### src/rtl/mtimer_pkg.sv
package mtimer_pkg;

  localparam int ADDR_W = 16;
  localparam int WORD_W = 32;

  localparam logic [ADDR_W-1:0] OFS_CMP_LO  = 16'h4000;
  localparam logic [ADDR_W-1:0] OFS_CMP_HI  = 16'h4004;
  localparam logic [ADDR_W-1:0] OFS_TIME_LO = 16'hBFF8;
  localparam logic [ADDR_W-1:0] OFS_TIME_HI = 16'hBFFC;

  typedef enum logic [2:0] {
    SEL_NONE,
    SEL_TIME_LO,
    SEL_TIME_HI,
    SEL_CMP_LO,
    SEL_CMP_HI
  } reg_sel_e;

  function automatic reg_sel_e decode_sel(input logic [ADDR_W-1:0] a);
    reg_sel_e s;
    case (a)
      OFS_TIME_LO: s = SEL_TIME_LO;
      OFS_TIME_HI: s = SEL_TIME_HI;
      OFS_CMP_LO:  s = SEL_CMP_LO;
      OFS_CMP_HI:  s = SEL_CMP_HI;
      default:     s = SEL_NONE;
    endcase
    return s;
  endfunction

endpackage

### src/rtl/mtimer_prescale.sv
module mtimer_prescale #(
  parameter int DIV = 16
) (
  input  logic clk,
  input  logic rst,
  output logic tick
);
  localparam int PW = (DIV > 1) ? $clog2(DIV) : 1;
  localparam logic [PW-1:0] LAST = PW'(DIV - 1);

  logic [PW-1:0] cnt_q;

  assign tick = (cnt_q == LAST);

  always_ff @(posedge clk) begin
    if (rst)       cnt_q <= '0;
    else if (tick) cnt_q <= '0;
    else           cnt_q <= cnt_q + 1'b1;
  end
endmodule

### src/rtl/mtimer_counter.sv
module mtimer_counter #(
  parameter int TW = 64
) (
  input  logic          clk,
  input  logic          rst,
  input  logic          tick,
  output logic [TW-1:0] time_q
);
  always_ff @(posedge clk) begin
    if (rst)       time_q <= '0;
    else if (tick) time_q <= time_q + 1'b1;
  end
endmodule

### src/rtl/mtimer_regs.sv
module mtimer_regs
  import mtimer_pkg::*;
#(
  parameter int TW = 64
) (
  input  logic              clk,
  input  logic              rst,
  input  logic              bus_valid,
  input  logic              bus_write,
  input  logic [ADDR_W-1:0] bus_addr,
  input  logic [WORD_W-1:0] bus_wdata,
  input  logic [TW-1:0]     time_val,
  output logic [TW-1:0]     cmp_q,
  output logic              cmp_wr,
  output logic [WORD_W-1:0] bus_rdata,
  output logic              bus_ack
);
  localparam int HALVES = TW / WORD_W;

  reg_sel_e sel;
  logic     wr_en, rd_en;

  assign sel    = decode_sel(bus_addr);
  assign wr_en  = bus_valid && bus_write;
  assign rd_en  = bus_valid && !bus_write;
  assign cmp_wr = wr_en && (sel == SEL_CMP_LO || sel == SEL_CMP_HI);

  for (genvar h = 0; h < HALVES; h++) begin : g_cmp
    localparam reg_sel_e MY_SEL = (h == 0) ? SEL_CMP_LO : SEL_CMP_HI;
    always_ff @(posedge clk) begin
      if (rst)
        cmp_q[h*WORD_W +: WORD_W] <= '1;
      else if (wr_en && sel == MY_SEL)
        cmp_q[h*WORD_W +: WORD_W] <= bus_wdata;
    end
  end

  logic [WORD_W-1:0] rd_mux;
  always_comb begin
    case (sel)
      SEL_TIME_LO: rd_mux = time_val[WORD_W-1:0];
      SEL_TIME_HI: rd_mux = time_val[TW-1:WORD_W];
      SEL_CMP_LO:  rd_mux = cmp_q[WORD_W-1:0];
      SEL_CMP_HI:  rd_mux = cmp_q[TW-1:WORD_W];
      default:     rd_mux = '0;
    endcase
  end

  always_ff @(posedge clk) begin
    if (rst) begin
      bus_rdata <= '0;
      bus_ack   <= 1'b0;
    end else begin
      bus_rdata <= rd_en ? rd_mux : '0;
      bus_ack   <= bus_valid;
    end
  end
endmodule

### src/rtl/mtimer_pending.sv
module mtimer_pending #(
  parameter int TW = 64
) (
  input  logic          clk,
  input  logic          rst,
  input  logic [TW-1:0] time_val,
  input  logic [TW-1:0] cmp_val,
  input  logic          cmp_wr,
  output logic          pend_q
);
  logic due;
  assign due = (time_val >= cmp_val);

  always_ff @(posedge clk) begin
    if (rst)         pend_q <= 1'b0;
    else if (cmp_wr) pend_q <= 1'b0;
    else if (due)    pend_q <= 1'b1;
  end
endmodule

### src/rtl/mtimer_top.sv
module mtimer_top
  import mtimer_pkg::*;
#(
  parameter int DIV = 16,
  parameter int TW  = 64
) (
  input  logic        clk,
  input  logic        rst,
  input  logic        bus_valid,
  input  logic        bus_write,
  input  logic [15:0] bus_addr,
  input  logic [31:0] bus_wdata,
  output logic [31:0] bus_rdata,
  output logic        bus_ack,
  output logic        timer_irq
);
  logic          tick;
  logic [TW-1:0] time_q;
  logic [TW-1:0] cmp_q;
  logic          cmp_wr;

  mtimer_prescale #(.DIV(DIV)) u_pre (
    .clk (clk), .rst (rst), .tick (tick)
  );

  mtimer_counter #(.TW(TW)) u_cnt (
    .clk (clk), .rst (rst), .tick (tick), .time_q (time_q)
  );

  mtimer_regs #(.TW(TW)) u_regs (
    .clk       (clk),
    .rst       (rst),
    .bus_valid (bus_valid),
    .bus_write (bus_write),
    .bus_addr  (bus_addr),
    .bus_wdata (bus_wdata),
    .time_val  (time_q),
    .cmp_q     (cmp_q),
    .cmp_wr    (cmp_wr),
    .bus_rdata (bus_rdata),
    .bus_ack   (bus_ack)
  );

  mtimer_pending #(.TW(TW)) u_pend (
    .clk      (clk),
    .rst      (rst),
    .time_val (time_q),
    .cmp_val  (cmp_q),
    .cmp_wr   (cmp_wr),
    .pend_q   (timer_irq)
  );
endmodule

### config.mk
export PLATFORM = sky130hd
export DESIGN_NAME = mtimer_top
export DESIGN_NICKNAME = d
export VERILOG_FILES = /design/src/rtl/mtimer_pkg.sv /design/src/rtl/mtimer_prescale.sv /design/src/rtl/mtimer_counter.sv /design/src/rtl/mtimer_regs.sv /design/src/rtl/mtimer_pending.sv /design/src/rtl/mtimer_top.sv
export SDC_FILE = /design/constraint.sdc
export NUM_CORES = 1
export LEC_CHECK = 0
export BUFFER_PORTS_ARGS = -buffer_cell sky130_fd_sc_hd__buf_2
export CORE_MARGIN = 4
export CORE_UTILIZATION = 35
export CTS_CLUSTER_SIZE = 10
export DETAILED_ROUTE_END_ITERATION = 7
export GPL_TIMING_DRIVEN = 0
export SETUP_SLACK_MARGIN = 0.2
export SLEW_MARGIN = 20
export SYNTH_ARGS = -nofsm -noshare
export SYNTH_HDL_FRONTEND = slang
export SYNTH_HIERARCHICAL = 1
export SYNTH_SLANG_ARGS = --single-unit
export TNS_END_PERCENT = 10
### constraint.sdc
create_clock -name clk -period 2.95 [get_ports clk]
set_input_delay 0.59 -clock clk [delete_from_list [all_inputs] [get_ports clk]]
set_output_delay 0.59 -clock clk [all_outputs]
set_load 0.05 [all_outputs]
==> results of run 1 <==
[metrics by stage]
stage	TNS (ns)	std cells
CTS	0	1423
floorplan	0	976
detailed placement	-1.25	1391
finish	0	1423
global placement	-1.12	1391
global route	0	1423
[sequential cells by signal, indices dropped and copies added, names as in the netlist]
name and count:
u_regs/bus_ack 1, u_regs/cmp_q 64, u_pend/pend_q 1, u_pre/cnt_q 4, u_cnt/time_q 64, u_regs/bus_rdata 32
[power breakdown]
group	total (W)	internal (W)	switching, W
clock	0.00229	0.00131	0.000985
combinational	0.000172	0.0000600	0.000112
sequential	0.00225	0.00224	0.00000365
[worst max-delay path, delay by kind of cell]
| family | cells | cell delay [ns] |
|---|---|---|
| buf+inv | 2 | 0.71 |
| compound gates | 2 | 0.43 |
| simple gates | 2 | 1.30 |
[final cells by class]
| type | count | area share, % |
|---|---|---|
| Timing Repair Buffer | 85 | 4.02 |
| Buffer | 52 | 2.72 |
| Tap cell | 330 | 3.90 |
| Clock inverter | 12 | 1.36 |
| Clock buffer | 20 | 4.31 |
| Inverter | 75 | 2.66 |
| Sequential cell | 166 | 31.4 |
| Multi-Input combinational cell | 683 | 49.6 |
[how the worst max path moves through the flow]
stage                                                to  slack (ns)  depth (start not counted)
after floorplan           u_regs/cmp_q[32]$_SDFFE_PP1P_        0.76                          6
after global placement    u_regs/cmp_q[59]$_SDFFE_PP1P_       -0.12                          6
after detailed placement  u_regs/cmp_q[53]$_SDFFE_PP1P_       -0.14                          6
after CTS                 u_regs/cmp_q[53]$_SDFFE_PP1P_        0.32                          6
after global routing      u_regs/cmp_q[59]$_SDFFE_PP1P_        0.21                          6
final                     u_regs/cmp_q[61]$_SDFFE_PP1P_        0.24                          6
[routing by layer]
metal  part of all wire [%]  track usage, %  up-vias
li1                       -               -     3806
met1                     46            25.3     3882
met2                     47            30.8      202
met3                    4.7            3.17       38
met4                    2.7            6.48        0
met5                      0               0        -
[cell families after synthesis]
group | synth area share [%]
flip-flops | 36.3
AND/OR/NAND/NOR | 17.2
XOR/XNOR | 3.64
buffers and inverters | 6.22
adder cells (fa/ha/maj) | 9.03
multiplexers | 7.24
AO/OA/AOI/OAI | 20.3
[placed cells by master (no fill, tap or decap), types with 9 or more instances in the layout]
cell type                   instances
sky130_fd_sc_hd__nand4_1           38
sky130_fd_sc_hd__dfxtp_1          166
sky130_fd_sc_hd__a21boi_1          40
sky130_fd_sc_hd__or3_1             21
sky130_fd_sc_hd__a211o_1           64
sky130_fd_sc_hd__clkbuf_16         17
sky130_fd_sc_hd__nand2_1           32
sky130_fd_sc_hd__a21o_1             9
sky130_fd_sc_hd__inv_1             75
sky130_fd_sc_hd__xor2_1            25
sky130_fd_sc_hd__mux2i_1           65
sky130_fd_sc_hd__a21oi_1           53
sky130_fd_sc_hd__o22ai_1           32
sky130_fd_sc_hd__buf_6             10
sky130_fd_sc_hd__buf_2             92
sky130_fd_sc_hd__xnor2_1           13
sky130_fd_sc_hd__a21boi_0          24
sky130_fd_sc_hd__nand3_1           24
sky130_fd_sc_hd__clkbuf_1          28
sky130_fd_sc_hd__o21ai_0           26
sky130_fd_sc_hd__ha_1              66
sky130_fd_sc_hd__nor2_1            56
==> flow_metrics.tcl, run 1 <==
set metrics [dict create \
    rsz0062_at_grt "no" \
    place_ws_ns -0.141 \
    cts-hold-fix-buffers 0 \
    rr_endpoint "u_cnt/time_q[58]$_SDFFE_PP0P_" \
    drt-vias-per-instance 5.57 \
    grt_max_degree 17 \
    ioPinCount 86 \
    synth_seq_area_share_pct 36.3 \
    post_route_cells_drive_above_1_share_pct 15.6 \
    clock_tree.root_cell "sky130_fd_sc_hd__clkbuf_16" \
    post-cts-setup-buffer-count 0 \
    setup_viol 0 \
    max-clock-path-buffers 2 \
    synth_top_area_share_pct 36.3 \
    crit_chain "buf_2 > or3b_1 > nor3_1 > clkbuf_1 > a21boi_1 > a211o_1" \
    hp-start "bus_wdata[8]" \
    final_core_util_pct 41.6 \
    cts_resized 0 \
    cp_data_arrival_time_ns 3.03 \
    crit_fanout 10 \
    syn_area_per_cell_um2 9.37 \
    total_area_of_multi_input_combinational_cells_um2 5260 \
    postSynth.asyncResetShare_pct 0 \
    postSynth.topFlopCell "sky130_fd_sc_hd__dfxtp_1" \
    stdcell_area_um2 10600 \
    worst_setup_hold_path_clk_slew_ns 0.07 \
    insertedDiodeCount 0 \
    vdd_drop_max_uv 302 \
    final-seq-area_um2 3320 \
    postLayoutSetupSlackWorst_ns 0.240 \
    grt_pass1_wl_mm 42.7 \
    critical_path_cell_with_the_highest_stage_delay "sky130_fd_sc_hd__nor3_1" \
    layout_min_cycle_time_ns 2.71 \
    filler_cell_count 2540 \
    yosysWarnings 6 \
    die_width_um 170 \
    core_area_um2 25500 \
    drc_errors 0 \
    yosys-top-cells-count "166 x sky130_fd_sc_hd__dfxtp_1, 75 x sky130_fd_sc_hd__inv_1, 66 x sky130_fd_sc_hd__ha_1, 65 x sky130_fd_sc_hd__mux2i_1, 64 x sky130_fd_sc_hd__a211o_1" \
    holdWs_ns 0.374 \
    grt_util_all_layers_pct 18.9 \
    cap_violations 0 \
    total_power_w 0.00471 \
    critical_path.endpoint_type "flop" \
    fmaxAchievable_mhz 369 \
    clkSinkCount 166 \
    nNetsFinal 1198 \
    starting_density_pct 35.9 \
    drt-initial-drc-count 619 \
    clock_latency_ns 0.44 \
    area_of_the_mapped_netlist_um2 9150 \
    buffer_ports.inserted 85 \
    syn_to_final_growth_pct 15.7 \
    worstSetupStartpoint "bus_addr[1]" \
    placed_area_um2 9990 \
    floorplan.die.height_um 170 \
    synth_area_leader_cell "sky130_fd_sc_hd__dfxtp_1" \
    die_area_um2 28800 \
    nets_in_the_synthesized_netlist 1094 \
    status "finished, final reports clean" \
    post_synth_edffs 0 \
    r2r_cells 7 \
    gp_congestion 0.854 \
    cts_tree "built" \
    htreeDepth 4 \
    worstMarginPinSlew_ns 1.09 \
    path_class "in2reg" \
    fin_worst_skew_ns 0.0124 \
    worstSetupStartpointType "input pin" \
    syn_inst 976 \
    cts_buffers 17 \
    routed_wire_length_per_instance_um 19.1 \
    timing.reg2reg.setup_slack_ns 0.35 \
    report.final.hold_viol_count 0 \
    power_per_cell_area_nw_per_um2 445 \
    route.final.wire_length_mm 27.2 \
    hold_class "in2reg" \
    max-slew-margin-rel_pct 26.7 \
    timing.hold.worst_path_depth 2 \
    placementRows 58 \
    globalRouteOverflowTotal 0 \
    crit_path_max_incr_delay_ns 0.86 \
    yosys-top-cells-area "sky130_fd_sc_hd__dfxtp_1 36%, sky130_fd_sc_hd__ha_1 9.0%, sky130_fd_sc_hd__mux2i_1 7.1%" \
    ys_types 63 \
    antenna_found_initial 0 \
    required_ns 3.27 \
    route.vias.total 7928 \
    regToRegStartpoint "u_pre/cnt_q[0]$_SDFF_PP0_" \
    total_iterations_of_the_first_detailed_routing_run 5 \
    via_count_of_the_first_global_routing_pass 7503 \
    number_of_storage_elements_in_the_synthesis_netlist 166 \
    worstHoldEndpoint "u_regs/cmp_q[8]$_SDFFE_PP1P_" \
    slew_violations 0 \
    postRouteAntennaNets 0 \
    hpwl_mm 20.8 \
    leakage_component_of_the_power_nw 4.96 \
    post-synth-top-count-cell "sky130_fd_sc_hd__dfxtp_1" \
    post-route-period-util_pct 91.9 \
]
No activity file was read; power rests on OpenSTA's default activity.
==> inputs of run 2 (changes only) <==
--- a/config.mk
+++ b/config.mk
@@ -13,2 +13,4 @@
 export GPL_TIMING_DRIVEN = 0
+export PLACE_DENSITY = 0.56
+export REMOVE_ABC_BUFFERS = 1
 export SETUP_SLACK_MARGIN = 0.2
==> constraint.sdc (replaced) <==
create_clock -name clk -period 2.95 [get_ports clk]
set_input_delay 0.1475 -clock clk [delete_from_list [all_inputs] [get_ports clk]]
set_output_delay 0.1475 -clock clk [all_outputs]
set_load 0.05 [all_outputs]
==> run 2 against run 1 <==
Against the previous run: first-iteration DRC count shrank 35%; setup slack lost 0.048 ns; count of clock-buffer cells in the layout grew 1; cell area grew 2.4%; sequential power is essentially flat; critical path depth grew 1; die area is the same; sequential share of layout area shrank 0.75 points; total power grew 0.55%; clock power is essentially flat; fmax shrank 1.7%; via count shrank 3.8%.
==> flow_metrics.tcl, run 2 (synthesis results as in run 1) <==
set metrics [dict create \
    status "finished, final reports clean" \
    max-slew-margin-rel_pct 40.3 \
    clock_tree.root_cell "sky130_fd_sc_hd__clkbuf_16" \
    worstSetupStartpointType "flop" \
    core_area_um2 25500 \
    grt_pass1_wl_mm 39.6 \
    placementRows 58 \
    buffer_ports.inserted 85 \
    cts_buffers 17 \
    crit_fanout 12 \
    grt_max_degree 80 \
    worstHoldEndpoint "u_cnt/time_q[2]$_SDFFE_PP0P_" \
    post_route_cells_drive_above_1_share_pct 15.8 \
    hpwl_mm 17.5 \
    r2r_cells 7 \
    mostFrequentLayoutCells "166 x sky130_fd_sc_hd__dfxtp_1, 83 x sky130_fd_sc_hd__buf_2, 75 x sky130_fd_sc_hd__inv_1, 66 x sky130_fd_sc_hd__ha_1, 65 x sky130_fd_sc_hd__mux2i_1" \
    drt-vias-per-instance 5.36 \
    worstMarginPinSlew_ns 0.894 \
    timing.hold.worst_path_depth 2 \
    drt-initial-drc-count 405 \
    fmaxAchievable_mhz 363 \
    max-clock-path-buffers 2 \
    total_power_w 0.00474 \
    clkSinkCount 166 \
    vdd_drop_max_uv 216 \
    post-route-period-util_pct 93.5 \
    route.vias.total 7625 \
    mostFrequentLayoutCell "sky130_fd_sc_hd__dfxtp_1" \
    cap_violations 0 \
    syn_to_final_growth_pct 18.5 \
    ioPinCount 86 \
    postRouteAntennaNets 0 \
    slew_violations 0 \
    cts_resized 0 \
    antenna_found_initial 0 \
    leakage_component_of_the_power_nw 5.10 \
    route.final.wire_length_mm 24.3 \
    required_ns 3.31 \
    grt_util_all_layers_pct 16.9 \
    die_width_um 170 \
    power_per_cell_area_nw_per_um2 437 \
    path_class "reg2reg" \
    reg.largest.list "u_cnt/time_q (64), u_regs/cmp_q (64), u_regs/bus_rdata (32)" \
    timing.reg2reg.setup_slack_ns 0.19 \
    critical_path.endpoint_type "flop" \
    nNetsFinal 1198 \
    globalRouteOverflowTotal 0 \
    clock_latency_ns 0.43 \
    cp_data_arrival_time_ns 3.11 \
    gp_congestion 0.810 \
    rsz0062_at_grt "yes" \
    die_area_um2 28800 \
    starting_density_pct 35.9 \
    via_count_of_the_first_global_routing_pass 7439 \
    total_iterations_of_the_first_detailed_routing_run 5 \
    floorplan.die.height_um 170 \
    routed_wire_length_per_instance_um 17.1 \
    hold_class "in2reg" \
    rr_endpoint "u_cnt/time_q[60]$_SDFFE_PP0P_" \
    layout_min_cycle_time_ns 2.76 \
    setup_total_negative_slack_ns 0 \
    report.final.hold_viol_count 0 \
    insertedDiodeCount 0 \
    htreeDepth 4 \
    drc_errors 0 \
    cts_tree "built" \
    regToRegStartpoint "u_pre/cnt_q[0]$_SDFF_PP0_" \
    setup_viol 0 \
    fin_worst_skew_ns 0.00714 \
    worst_setup_hold_path_clk_slew_ns 0.06 \
    hp-start "rst" \
]
[run 2: worst max-delay path by stage]
stage	from	to	slack, ns	cells past startpoint
floorplan	bus_addr[10]	u_regs/bus_rdata[0]$_SDFF_PP0_	-0.43	4
global placement	bus_addr[2]	u_regs/cmp_q[63]$_SDFFE_PP1P_	-3.30	5
detailed placement	u_cnt/time_q[17]$_SDFFE_PP0P_	u_cnt/time_q[60]$_SDFFE_PP0P_	0.07	5
CTS	u_pre/cnt_q[0]$_SDFF_PP0_	u_cnt/time_q[55]$_SDFFE_PP0P_	0.17	7
global route	u_pre/cnt_q[0]$_SDFF_PP0_	u_cnt/time_q[60]$_SDFFE_PP0P_	0.002	7
finish	u_pre/cnt_q[0]$_SDFF_PP0_	u_cnt/time_q[60]$_SDFFE_PP0P_	0.19	7
[run 2: critical path, stage by stage, from the launching register on]
cell	delay, ns
sky130_fd_sc_hd__dfxtp_1	0.40
sky130_fd_sc_hd__ha_1	0.23
sky130_fd_sc_hd__and3_4	0.29
sky130_fd_sc_hd__nand4_4	0.19
sky130_fd_sc_hd__nor2_4	0.27
sky130_fd_sc_hd__nand4b_1	0.50
sky130_fd_sc_hd__or4_1	0.66
sky130_fd_sc_hd__a21oi_1	0.14
[run 2: stage by stage]
step	area, µm²	cells	hold slack (ns)	worst slack [ns]	util [%]
final	10800	1422	0.135	0.193	42.6
after global routing	10800	1422	0.143	0.00174	42.6
after CTS	10800	1421	0.119	0.172	42.5
after detailed placement	9900	1356	0.373	0.0661	38.9
after global placement	9700	1339	0.370	-3.30	38.1
after floorplan	8860	924	0.217	-0.434	-
[run 2: final cells by class]
class,instances,area (µm²)
fill,2549,14600
multi-input combinational,683,5270
sequential,166,3320
timing repair buffer,137,962
clock buffer,21,470
tap,330,413
inverter,75,282
clock inverter,10,128
[run 2: report_power, final]
group	internal [W]	switching, W	total (W)	leakage, nW
Sequential	0.00225	0.00000360	0.00225	1.34
Clock	0.00139	0.000912	0.00230	0.298
Combinational	0.0000913	0.000100	0.000192	3.46
[run 2: per-layer routing]
layer / vias up / share of wire, % / GRT usage [%]
li1: 3798 / - / -
met1: 3684 / 49 / 23.4
met2: 125 / 46 / 27.4
met3: 18 / 3.6 / 2.96
met4: 0 / 0.99 / 4.20
met5: - / 0 / 0
[run 2: what timing repair did]
| item | CTS | global route |
|---|---|---|
| pin swaps | 1 | 0 |
| endpoints found under the hold margin | 65 | 0 |
| setup buffers | 1 | 1 |
| endpoints found under the setup margin | 7 | 14 |
| hold buffers | 33 | 0 |
